<file path="config.mk">
export PLATFORM = sky130hd
export DESIGN_NAME = csa_adder
export DESIGN_NICKNAME = d
export VERILOG_FILES = /design/src/rtl/csa_pkg.sv /design/src/rtl/csa_ripple_block.sv /design/src/rtl/csa_select_block.sv /design/src/rtl/csa_adder.sv
export SDC_FILE = /design/constraint.sdc
export NUM_CORES = 1
export LEC_CHECK = 0
export ABC_AREA = 1
export BUFFER_PORTS_ARGS = -buffer_cell sky130_fd_sc_hd__clkbuf_2
export CORE_AREA = 2 2 39 41
export DETAILED_ROUTE_END_ITERATION = 10
export DIE_AREA = 0 0 41 43
export GPL_ROUTABILITY_DRIVEN = 0
export GPL_TIMING_DRIVEN = 0
export PLACE_DENSITY_LB_ADDON = 0.25
export REMOVE_ABC_BUFFERS = 1
export SETUP_SLACK_MARGIN = 0.1
export SYNTH_ARGS = -nofsm -noshare
export SYNTH_HDL_FRONTEND = slang
export SYNTH_SLANG_ARGS = --single-unit
</file>
<file path="constraint.sdc">
create_clock -name vclk -period 13.1
set_input_delay 0 -clock vclk [all_inputs]
set_output_delay 0 -clock vclk [all_outputs]
set_load 0.02 [all_outputs]
</file>
<file path="src/rtl/csa_pkg.sv">
package csa_pkg;

    typedef struct packed {
        logic s;
        logic c;
    } fa_out_t;

    function automatic fa_out_t full_add(input logic x, input logic y, input logic ci);
        fa_out_t r;
        r.s = x ^ y ^ ci;
        r.c = (x & y) | (ci & (x ^ y));
        return r;
    endfunction

    function automatic int slice_count(input int width, input int slice);
        return width / slice;
    endfunction

endpackage

</file>
<file path="src/rtl/csa_ripple_block.sv">
module csa_ripple_block #(
    parameter int M = 4
) (
    input  logic [M-1:0] a_i,
    input  logic [M-1:0] b_i,
    input  logic         cin_i,
    output logic [M-1:0] sum_o,
    output logic         cout_o
);
    import csa_pkg::*;

    logic [M:0] chain;
    assign chain[0] = cin_i;

    for (genvar i = 0; i < M; i++) begin : g_bit
        fa_out_t fa;
        assign fa          = full_add(a_i[i], b_i[i], chain[i]);
        assign sum_o[i]    = fa.s;
        assign chain[i+1]  = fa.c;
    end

    assign cout_o = chain[M];

    // the gate chain matches arithmetic addition of the slice
    always_comb begin
        assert_ripple_sum_R2: assert ({cout_o, sum_o} == ({1'b0, a_i} + {1'b0, b_i} + {{M{1'b0}}, cin_i}))
            else $error("ripple slice sum mismatch");
    end
endmodule

</file>
<file path="src/rtl/csa_select_block.sv">
module csa_select_block #(
    parameter int M = 4
) (
    input  logic [M-1:0] a_i,
    input  logic [M-1:0] b_i,
    input  logic         cin_i,
    output logic [M-1:0] sum_o,
    output logic         cout_o
);
    logic [M-1:0] sum_z, sum_o1;
    logic         cy_z, cy_o1;

    csa_ripple_block #(.M(M)) u_assume0 (
        .a_i(a_i), .b_i(b_i), .cin_i(1'b0), .sum_o(sum_z), .cout_o(cy_z)
    );

    csa_ripple_block #(.M(M)) u_assume1 (
        .a_i(a_i), .b_i(b_i), .cin_i(1'b1), .sum_o(sum_o1), .cout_o(cy_o1)
    );

    always_comb begin
        if (cin_i) begin
            sum_o  = sum_o1;
            cout_o = cy_o1;
        end else begin
            sum_o  = sum_z;
            cout_o = cy_z;
        end
    end

    // the carry-one variant is the carry-zero variant plus one
    always_comb begin
        assert_variant_step_R3: assert ({cy_o1, sum_o1} == ({cy_z, sum_z} + {{M{1'b0}}, 1'b1}))
            else $error("speculative variants disagree");
    end

    // a carry from the zero variant always implies one from the one variant
    always_comb begin
        assert_carry_monotone_R4: assert (!cy_z || cy_o1)
            else $error("carry-zero variant carries but carry-one does not");
    end
endmodule

</file>
<file path="src/rtl/csa_adder.sv">
module csa_adder #(
    parameter int N = 16,
    parameter int M = 4
) (
    input  logic [N-1:0] a_i,
    input  logic [N-1:0] b_i,
    input  logic         cin_i,
    output logic [N-1:0] sum_o,
    output logic         cout_o
);
    import csa_pkg::*;

    localparam int NBLK = slice_count(N, M);

    if ((N % M) != 0 || M < 1) begin : g_bad_split
        $error("csa_adder: N must be a positive multiple of M");
    end

    logic [NBLK:0] blk_cy;
    assign blk_cy[0] = cin_i;

    for (genvar k = 0; k < NBLK; k++) begin : g_slice
        if (k == 0) begin : g_base
            csa_ripple_block #(.M(M)) u_base (
                .a_i   (a_i[M-1:0]),
                .b_i   (b_i[M-1:0]),
                .cin_i (blk_cy[0]),
                .sum_o (sum_o[M-1:0]),
                .cout_o(blk_cy[1])
            );
        end else begin : g_sel
            csa_select_block #(.M(M)) u_sel (
                .a_i   (a_i[k*M +: M]),
                .b_i   (b_i[k*M +: M]),
                .cin_i (blk_cy[k]),
                .sum_o (sum_o[k*M +: M]),
                .cout_o(blk_cy[k+1])
            );
        end
    end

    // the carry selected for the top slice drives the adder carry-out
    assign cout_o = blk_cy[NBLK];

    // full-width result equals the arithmetic sum
    always_comb begin
        assert_total_sum_R1: assert ({cout_o, sum_o} == ({1'b0, a_i} + {1'b0, b_i} + {{N{1'b0}}, cin_i}))
            else $error("adder result mismatch");
    end
endmodule

</file>
==> results of run 1 <==
[through the flow]
step | power (W) | std cells | area (sq um)
final | 0.00004481 | 135 | 795.8
after global routing | 0.00005161 | 135 | 795.8
after CTS | 0.00004583 | 135 | 795.8
after detailed placement | 0.00004561 | 135 | 795.8
after global placement | 0.00004421 | 135 | 795.8
after floorplan | 0.00003083 | 69 | 525.5
[path summary, 6_finish.rpt]
kind,to,slack (ns),depth (start not counted),from
max,sum_o[15],7.62,25,a_i[0]
min,sum_o[0],0.39,3,cin_i
[cell usage after synthesis]
master,number
nand2_1,14
o21ai_0,1
inv_1,34
ha_1,6
o21ai_1,1
fa_1,13
[kinds of logic after synthesis]
group | after synthesis | synth area share
AO/OA/AOI/OAI | 2 | 0.01903
adder cells (fa/ha/maj) | 19 | 0.6381
buffers and inverters | 34 | 0.2429
AND/OR/NAND/NOR | 14 | 0.1000
[area by class of cell]
type | instances | share of cell area
well taps | 16 | 0.02516
repair buffers | 50 | 0.3145
multi-input cells | 35 | 0.5000
inverters | 34 | 0.1604
[worst max-delay path, delay by kind of cell]
family / cells / cell delay, ns
fa+ha+maj: 13 / 4.33
buf+inv: 8 / 0.59
compound gates: 2 / 0.43
simple gates: 2 / 0.14
[power by group through the flow]
stage	Clock (W)	Combinational, W	Sequential [W]
floorplan	0	0.0000308	0
global placement	0	0.0000442	0
detailed placement	0	0.0000456	0
CTS	0	0.0000458	0
global route	0	0.0000516	0
finish	0	0.0000448	0
[layout by cell type, fill, tap and decap left out]
cell and count:
inv_1 34, ha_1 6, nand2_1 14, fa_1 13, o21ai_1 1, clkbuf_2 50, o21ai_0 1
[layer usage]
layer  GRT usage  vias to the layer above  wire length [um]
met5           0                        -                 0
met1      0.1184                      250               322
met2      0.2406                       25               504
met4           0                        0                 0
li1            -                      278                 -
met3    0.005236                        0               105
==> results.yml, run 1 <==
power_and_ir_drop:
  combPwrFrac: 1.000
  max-vdd-ir-drop_uv: 27.98
  switching_share: 0.6163
  powerDensity_nw_per_um2: 56.32
  switchingPower_w: 0.00002762
  seqPwrFrac: 0
  p_int_w: 0.00001720
  p_leak_nw: 0.5682
  clkPwrFrac: 0
floorplanning:
  start_util: 0.3797
  fp.dieArea_sq_um: 1763
  die_h_um: 43
  io_pins: 50
  core_area_sq_um: 1384
  rows: 14
  die_width_um: 41
timing:
  period_minus_slack_ns: 5.478
  final_hold_viol_count: 0
  tns_ns: 0
  max_freq_mhz: 182.6
  whs_ns: 0.3874
  slew_viol_final: 0
  max_slew_margin: 0.8471
  worst-slew-pin-transition_ns: 0.2270
  layout_worst_path_cycle_share: 0.4181
  setup_viol: 0
  rsz0062_at_grt: "no"
  layout_setup_ws_ns: 7.622
setup_path:
  worst_setup_path_end_kind: "primary output"
  critPathRequiredTime_ns: 13.10
  cp_slowest_cell: "fa_1"
  critPathMaxFanout: 4
  cpPeakStageDelay_ns: 0.44
  cp.arrival_ns: 5.48
  crit_top_cell: "fa_1"
  worstSetupPathType: "in -> out"
  cp-start-kind: "input pin"
global_routing:
  grt_start_max_net_pins: 5
  grt.total_usage: 0.1153
  gr-total-overflow: 0
  antenna_found_initial: 0
  grt_pass1_wl_mm: 1.545
  grt_pass1_vias: 479
route:
  drtIter0Drc: 2
  dr.pass1.iters: 3
  ant_nets: 0
  wl_um: 932
  wl_per_cell_um: 6.904
  drcViolationCount: 0
  via_per_inst: 4.096
  vias: 553
hold_path:
  hp-class: "in -> out"
final_layout:
  postLayoutCoreUtil: 0.5750
  diodes: 0
  multi_input_area_sq_um: 397.9
  seq_cell_count: 0
  fin_nets: 173
  areaGrowthSynthToFinish_pct: 51.43
  n_fill_cell: 143
  regArea_sq_um: 0
  clkbuf_count: 0
  drive_above_1_share: 0.4202
outcome:
  status: "completed"
synth:
  yosys.area.top_type_share: 0.4952
  synth_top_area_cell: "fa_1"
  syn_inst: 69
  yosysWarnings: 0
  synth_cell_type_count: 6
  synth_area_sq_um: 525.5
  yosysSeqAreaShare: 0
  yosys-top-cells-area: "fa_1 (50%), inv_1 (24%), ha_1 (14%)"
  avgSynthCellArea_sq_um: 7.616
clock_tree:
  ctsResizeCount: 0
  cts_setup_buffers: 0
  cts_hold_buf: 0
placed_design:
  place_ws_ns: 7.587
  dp_hpwl_um: 940.5
  portBuffers: 50
job:
  drv_cap: 0
No activity file was read; power rests on OpenSTA's default activity.
==> inputs of run 2 (changes only) <==
--- a/config.mk
+++ b/config.mk
@@ -7,9 +7,8 @@
 export LEC_CHECK = 0
 export ABC_AREA = 1
 export BUFFER_PORTS_ARGS = -buffer_cell sky130_fd_sc_hd__clkbuf_2
-export CORE_AREA = 2 2 39 41
+export CORE_UTILIZATION = 39
 export DETAILED_ROUTE_END_ITERATION = 10
-export DIE_AREA = 0 0 41 43
 export GPL_ROUTABILITY_DRIVEN = 0
 export GPL_TIMING_DRIVEN = 0
 export PLACE_DENSITY_LB_ADDON = 0.25
==> constraint.sdc (replaced) <==
create_clock -name vclk -period 5.4
set_input_delay 0 -clock vclk [all_inputs]
set_output_delay 0 -clock vclk [all_outputs]
set_load 0.02 [all_outputs]
==> results.yml, run 2 (synthesized netlist as in run 1, its figures left out) <==
outcome:
  status: "completed"
placed_design:
  placed_area_sq_um: 793.3
  dp_hpwl_um: 993.7
  portBuffers: 50
  place_inst: 133
  place_ws_ns: -0.1096
timing:
  rsz0062_at_grt: "yes"
  final_hold_viol_count: 0
  slew_viol_final: 0
  tns_ns: 0
  setup_viol: 0
  max_freq_mhz: 197.6
  layout_worst_path_cycle_share: 0.9370
  layout_setup_ws_ns: 0.3402
  max_slew_margin: 0.9130
  period_minus_slack_ns: 5.060
  worst-slew-pin-transition_ns: 0.1304
power_and_ir_drop:
  p_leak_nw: 0.5763
  max-vdd-ir-drop_uv: 70.39
  powerDensity_nw_per_um2: 137.8
setup_path:
  cp-start-kind: "input pin"
  worstSetupPathType: "in -> out"
  crit_top_cell: "fa_2"
  cpPeakStageDelay_ns: 0.47
  critPathRequiredTime_ns: 5.40
  cp_slowest_cell: "fa_1"
  worst_setup_path_end_kind: "primary output"
  critPathLaunch: "cin_i"
  cp.arrival_ns: 5.06
  critPathMaxFanout: 3
final_layout:
  clkbuf_count: 0
  n_fill_cell: 101
  multi_input_area_sq_um: 432.9
  final_area_sq_um: 850.8
  areaGrowthSynthToFinish_pct: 61.90
  diodes: 0
  fin_nets: 176
  seq_cell_count: 0
  final_common_cell: "clkbuf_2"
  fin_cells: 136
  layout_common_cells: "clkbuf_2 (49), inv_1 (33), nand2_1 (13)"
  regArea_sq_um: 0
  drive_above_1_share: 0.5492
floorplanning:
  rows: 12
  start_util: 0.4487
  core_area_sq_um: 1171
  die_width_um: 38.71
  die_h_um: 38.71
  fp.dieArea_sq_um: 1498
  io_pins: 50
route:
  wl_mm: 1.036
  via_per_inst: 4.206
  dr.pass1.iters: 2
  wl_per_cell_um: 7.618
  vias: 572
  drcViolationCount: 0
  ant_nets: 0
  drtIter0Drc: 3
hold_path:
  hp-start: "b_i[14]"
  whs_endpoint: "sum_o[14]"
  hp-class: "in -> out"
  whs_path_depth: 3
global_routing:
  grt_pass1_wl_mm: 1.428
  gr-total-overflow: 0
  antenna_found_initial: 0
  grt.total_usage: 0.1294
  grt_start_max_net_pins: 4
  grt_pass1_vias: 420
job:
  drv_cap: 0
clock_tree:
  cts_hold_buf: 0
==> run 2: changes by cell type in the layout (fill, tap and decap cells not counted), sizes merged <==
cell / change
clkbuf: -1
buf: +4
==> run 2: stage by stage <==
stage	power, W	util	hold slack (ns)
floorplan	0.00007479	-	0.2534
global placement	0.0001074	0.6774	0.3885
detailed placement	0.0001109	0.6774	0.3918
CTS	0.0001160	0.7030	0.3918
global route	0.0001323	0.7265	0.4236
finish	0.0001173	0.7265	0.4059
==> run 2: per-layer routing <==
layer,part of all wire,track usage,wire (um),vias up
li1,-,-,-,285
met1,0.32,0.1475,331,257
met2,0.56,0.2667,585,30
met3,0.11,0.01156,119,0
met4,0,0,0,0
met5,0,0,0,-
==> run 2: worst max-delay path by stage <==
stage / end / cells past startpoint
after floorplan: sum_o[15] / 23
after global placement: sum_o[15] / 25
after detailed placement: sum_o[15] / 25
after CTS: sum_o[15] / 26
after global routing: sum_o[15] / 26
final: sum_o[15] / 26
==> run 2: critical path: cells and delay by family <==
family | cells | cell delay [ns]
AO/OA/AOI/OAI | 2 | 0.20
adder cells (fa/ha/maj) | 13 | 4.08
buffers and inverters | 8 | 0.55
AND/OR/NAND/NOR | 3 | 0.21
==> run 2: repair_timing <==
action | 4_1_cts | 5_1_grt
endpoints found under the setup margin | 2 | 2
pin swaps | 2 | 7
setup buffers | 2 | 1
gates resized for setup | 6 | 10
==> run 2: cell type report <==
type | count | area share
Inverter | 34 | 0.1500
Tap cell | 14 | 0.02059
Multi-Input combinational cell | 35 | 0.5088
Timing Repair Buffer | 53 | 0.3206
==> run 2: power by group <==
group	total, W	leakage (nW)	internal [W]	switching, W
registers	0	0	0	0
logic	0.000117	0.576	0.0000471	0.0000701
clock network	0	0	0	0
total	0.000117	0.576	0.0000471	0.0000701
==> inputs of run 3 (changes only) <==
--- a/config.mk
+++ b/config.mk
@@ -7,7 +7,8 @@
 export LEC_CHECK = 0
 export ABC_AREA = 1
 export BUFFER_PORTS_ARGS = -buffer_cell sky130_fd_sc_hd__clkbuf_2
-export CORE_UTILIZATION = 39
+export CORE_MARGIN = 1.5
+export CORE_UTILIZATION = 35
 export DETAILED_ROUTE_END_ITERATION = 10
 export GPL_ROUTABILITY_DRIVEN = 0
 export GPL_TIMING_DRIVEN = 0
==> results.yml, run 3 (synthesized netlist as in run 1, its figures left out) <==
timing:
  slew_viol_final: 0
  rsz0062_at_grt: "no"
  setup_viol: 0
  final_hold_viol_count: 0
  worst-slew-pin-transition_ns: 0.1232
  layout_worst_path_cycle_share: 0.9332
  period_minus_slack_ns: 5.039
  layout_setup_ws_ns: 0.3605
  max_slew_margin: 0.9182
  max_freq_mhz: 198.4
final_layout:
  areaGrowthSynthToFinish_pct: 58.81
  fin_nets: 175
  regArea_sq_um: 0
  clkbuf_count: 0
  diodes: 0
  seq_cell_count: 0
  drive_above_1_share: 0.5124
  final_common_cell: "clkbuf_2"
  n_fill_cell: 131
  layout_common_cells: "clkbuf_2 (50), inv_1 (33), nand2_1 (14)"
setup_path:
  cp.arrival_ns: 5.04
  cp_slowest_cell: "fa_1"
  path_delay_family: "adder cells"
  cp-start-kind: "input pin"
  cpPeakStageDelay_ns: 0.47
  crit_buf_inv: 8
  crit_top_cell: "fa_2"
  worst_setup_path_end_kind: "primary output"
  critPathMaxFanout: 3
  worstSetupPathType: "in -> out"
  critPathRequiredTime_ns: 5.40
floorplanning:
  core_area_sq_um: 1350
  die_width_um: 41.75
  fp.dieArea_sq_um: 1743
  start_util: 0.3892
  io_pins: 50
  die_h_um: 41.75
  rows: 13
route:
  via_per_inst: 4.154
  dr.pass1.iters: 2
  vias: 565
  drtIter0Drc: 8
  wl_mm: 1.034
  ant_nets: 0
  wl_per_cell_um: 7.603
  drcViolationCount: 0
global_routing:
  gr-total-overflow: 0
  grt_pass1_wl_mm: 1.828
  grt.total_usage: 0.1258
  antenna_found_initial: 0
  grt_start_max_net_pins: 4
  grt_pass1_vias: 514
power_and_ir_drop:
  p_leak_nw: 0.5738
  seqPwrFrac: 0
  powerDensity_nw_per_um2: 137.8
  p_int_w: 0.00004566
  total_power_w: 0.0001150
  combPwrFrac: 1.000
  max-vdd-ir-drop_uv: 71.79
  switchingPower_w: 0.00006930
  clkPwrFrac: 0
  switching_share: 0.6028
outcome:
  status: "completed"
placed_design:
  dp_hpwl_mm: 1.023
  portBuffers: 50
  place_ws_ns: -0.1153
hold_path:
  hp-class: "in -> out"
job:
  drv_cap: 0
## run 3: stage by stage
| step | utilization | std cells | TNS (ns) | area (sq um) | hold slack [ns] |
|---|---|---|---|---|---|
| 6_report | 0.6182 | 136 | 0 | 834.6 | 0.4080 |
| 2_1_floorplan | - | 69 | 0 | 525.5 | 0.2534 |
| 5_1_grt | 0.6182 | 136 | 0 | 834.6 | 0.4360 |
| 4_1_cts | 0.6126 | 136 | 0 | 827.0 | 0.3919 |
| 3_3_place_gp | 0.5885 | 134 | -0.04311 | 794.5 | 0.3913 |
| 3_5_place_dp | 0.5885 | 134 | -0.1153 | 794.5 | 0.3919 |
## run 3: tightest hold or removal path: stages
cell,delay (ns)
clkbuf_2,0.09
fa_1,0.15
clkbuf_2,0.16
## run 3: final timing paths
path                start   endpoint  depth (start not counted)
setup / recovery   a_i[0]  sum_o[15]                         26
hold / removal    b_i[10]  sum_o[10]                          3
## run 3: final cells by class
class / instances / area, sq um / area share
multi-input cells: 35 / 422.9 / 0.5067
repair buffers: 52 / 265.3 / 0.3178
inverters: 34 / 127.6 / 0.1529
well taps: 15 / 18.77 / 0.02249
## run 3: repair_timing
action | CTS | global route
setup endpoints to repair | 2 | 2
pin swaps | 2 | 3
endpoints found under the hold margin | 0 | 0
hold buffers | 0 | 0
setup buffers | 2 | 0
resized for setup | 7 | 4
## run 3: per-layer routing
| metal | wire length (um) | vias up | track usage | part of all wire |
|---|---|---|---|---|
| li1 | - | 284 | - | - |
| met1 | 292 | 254 | 0.1162 | 0.28 |
| met2 | 636 | 27 | 0.2938 | 0.62 |
| met3 | 105 | 0 | 0.008696 | 0.10 |
| met4 | 0 | 0 | 0 | 0 |
| met5 | 0 | - | 0 | 0 |
## run 3: power groups by stage
stage / Combinational (W) / Clock (W) / Sequential (W)
2_1_floorplan: 0.0000748 / 0 / 0
3_3_place_gp: 0.000108 / 0 / 0
3_5_place_dp: 0.000111 / 0 / 0
4_1_cts: 0.000117 / 0 / 0
5_1_grt: 0.000129 / 0 / 0
6_report: 0.000115 / 0 / 0
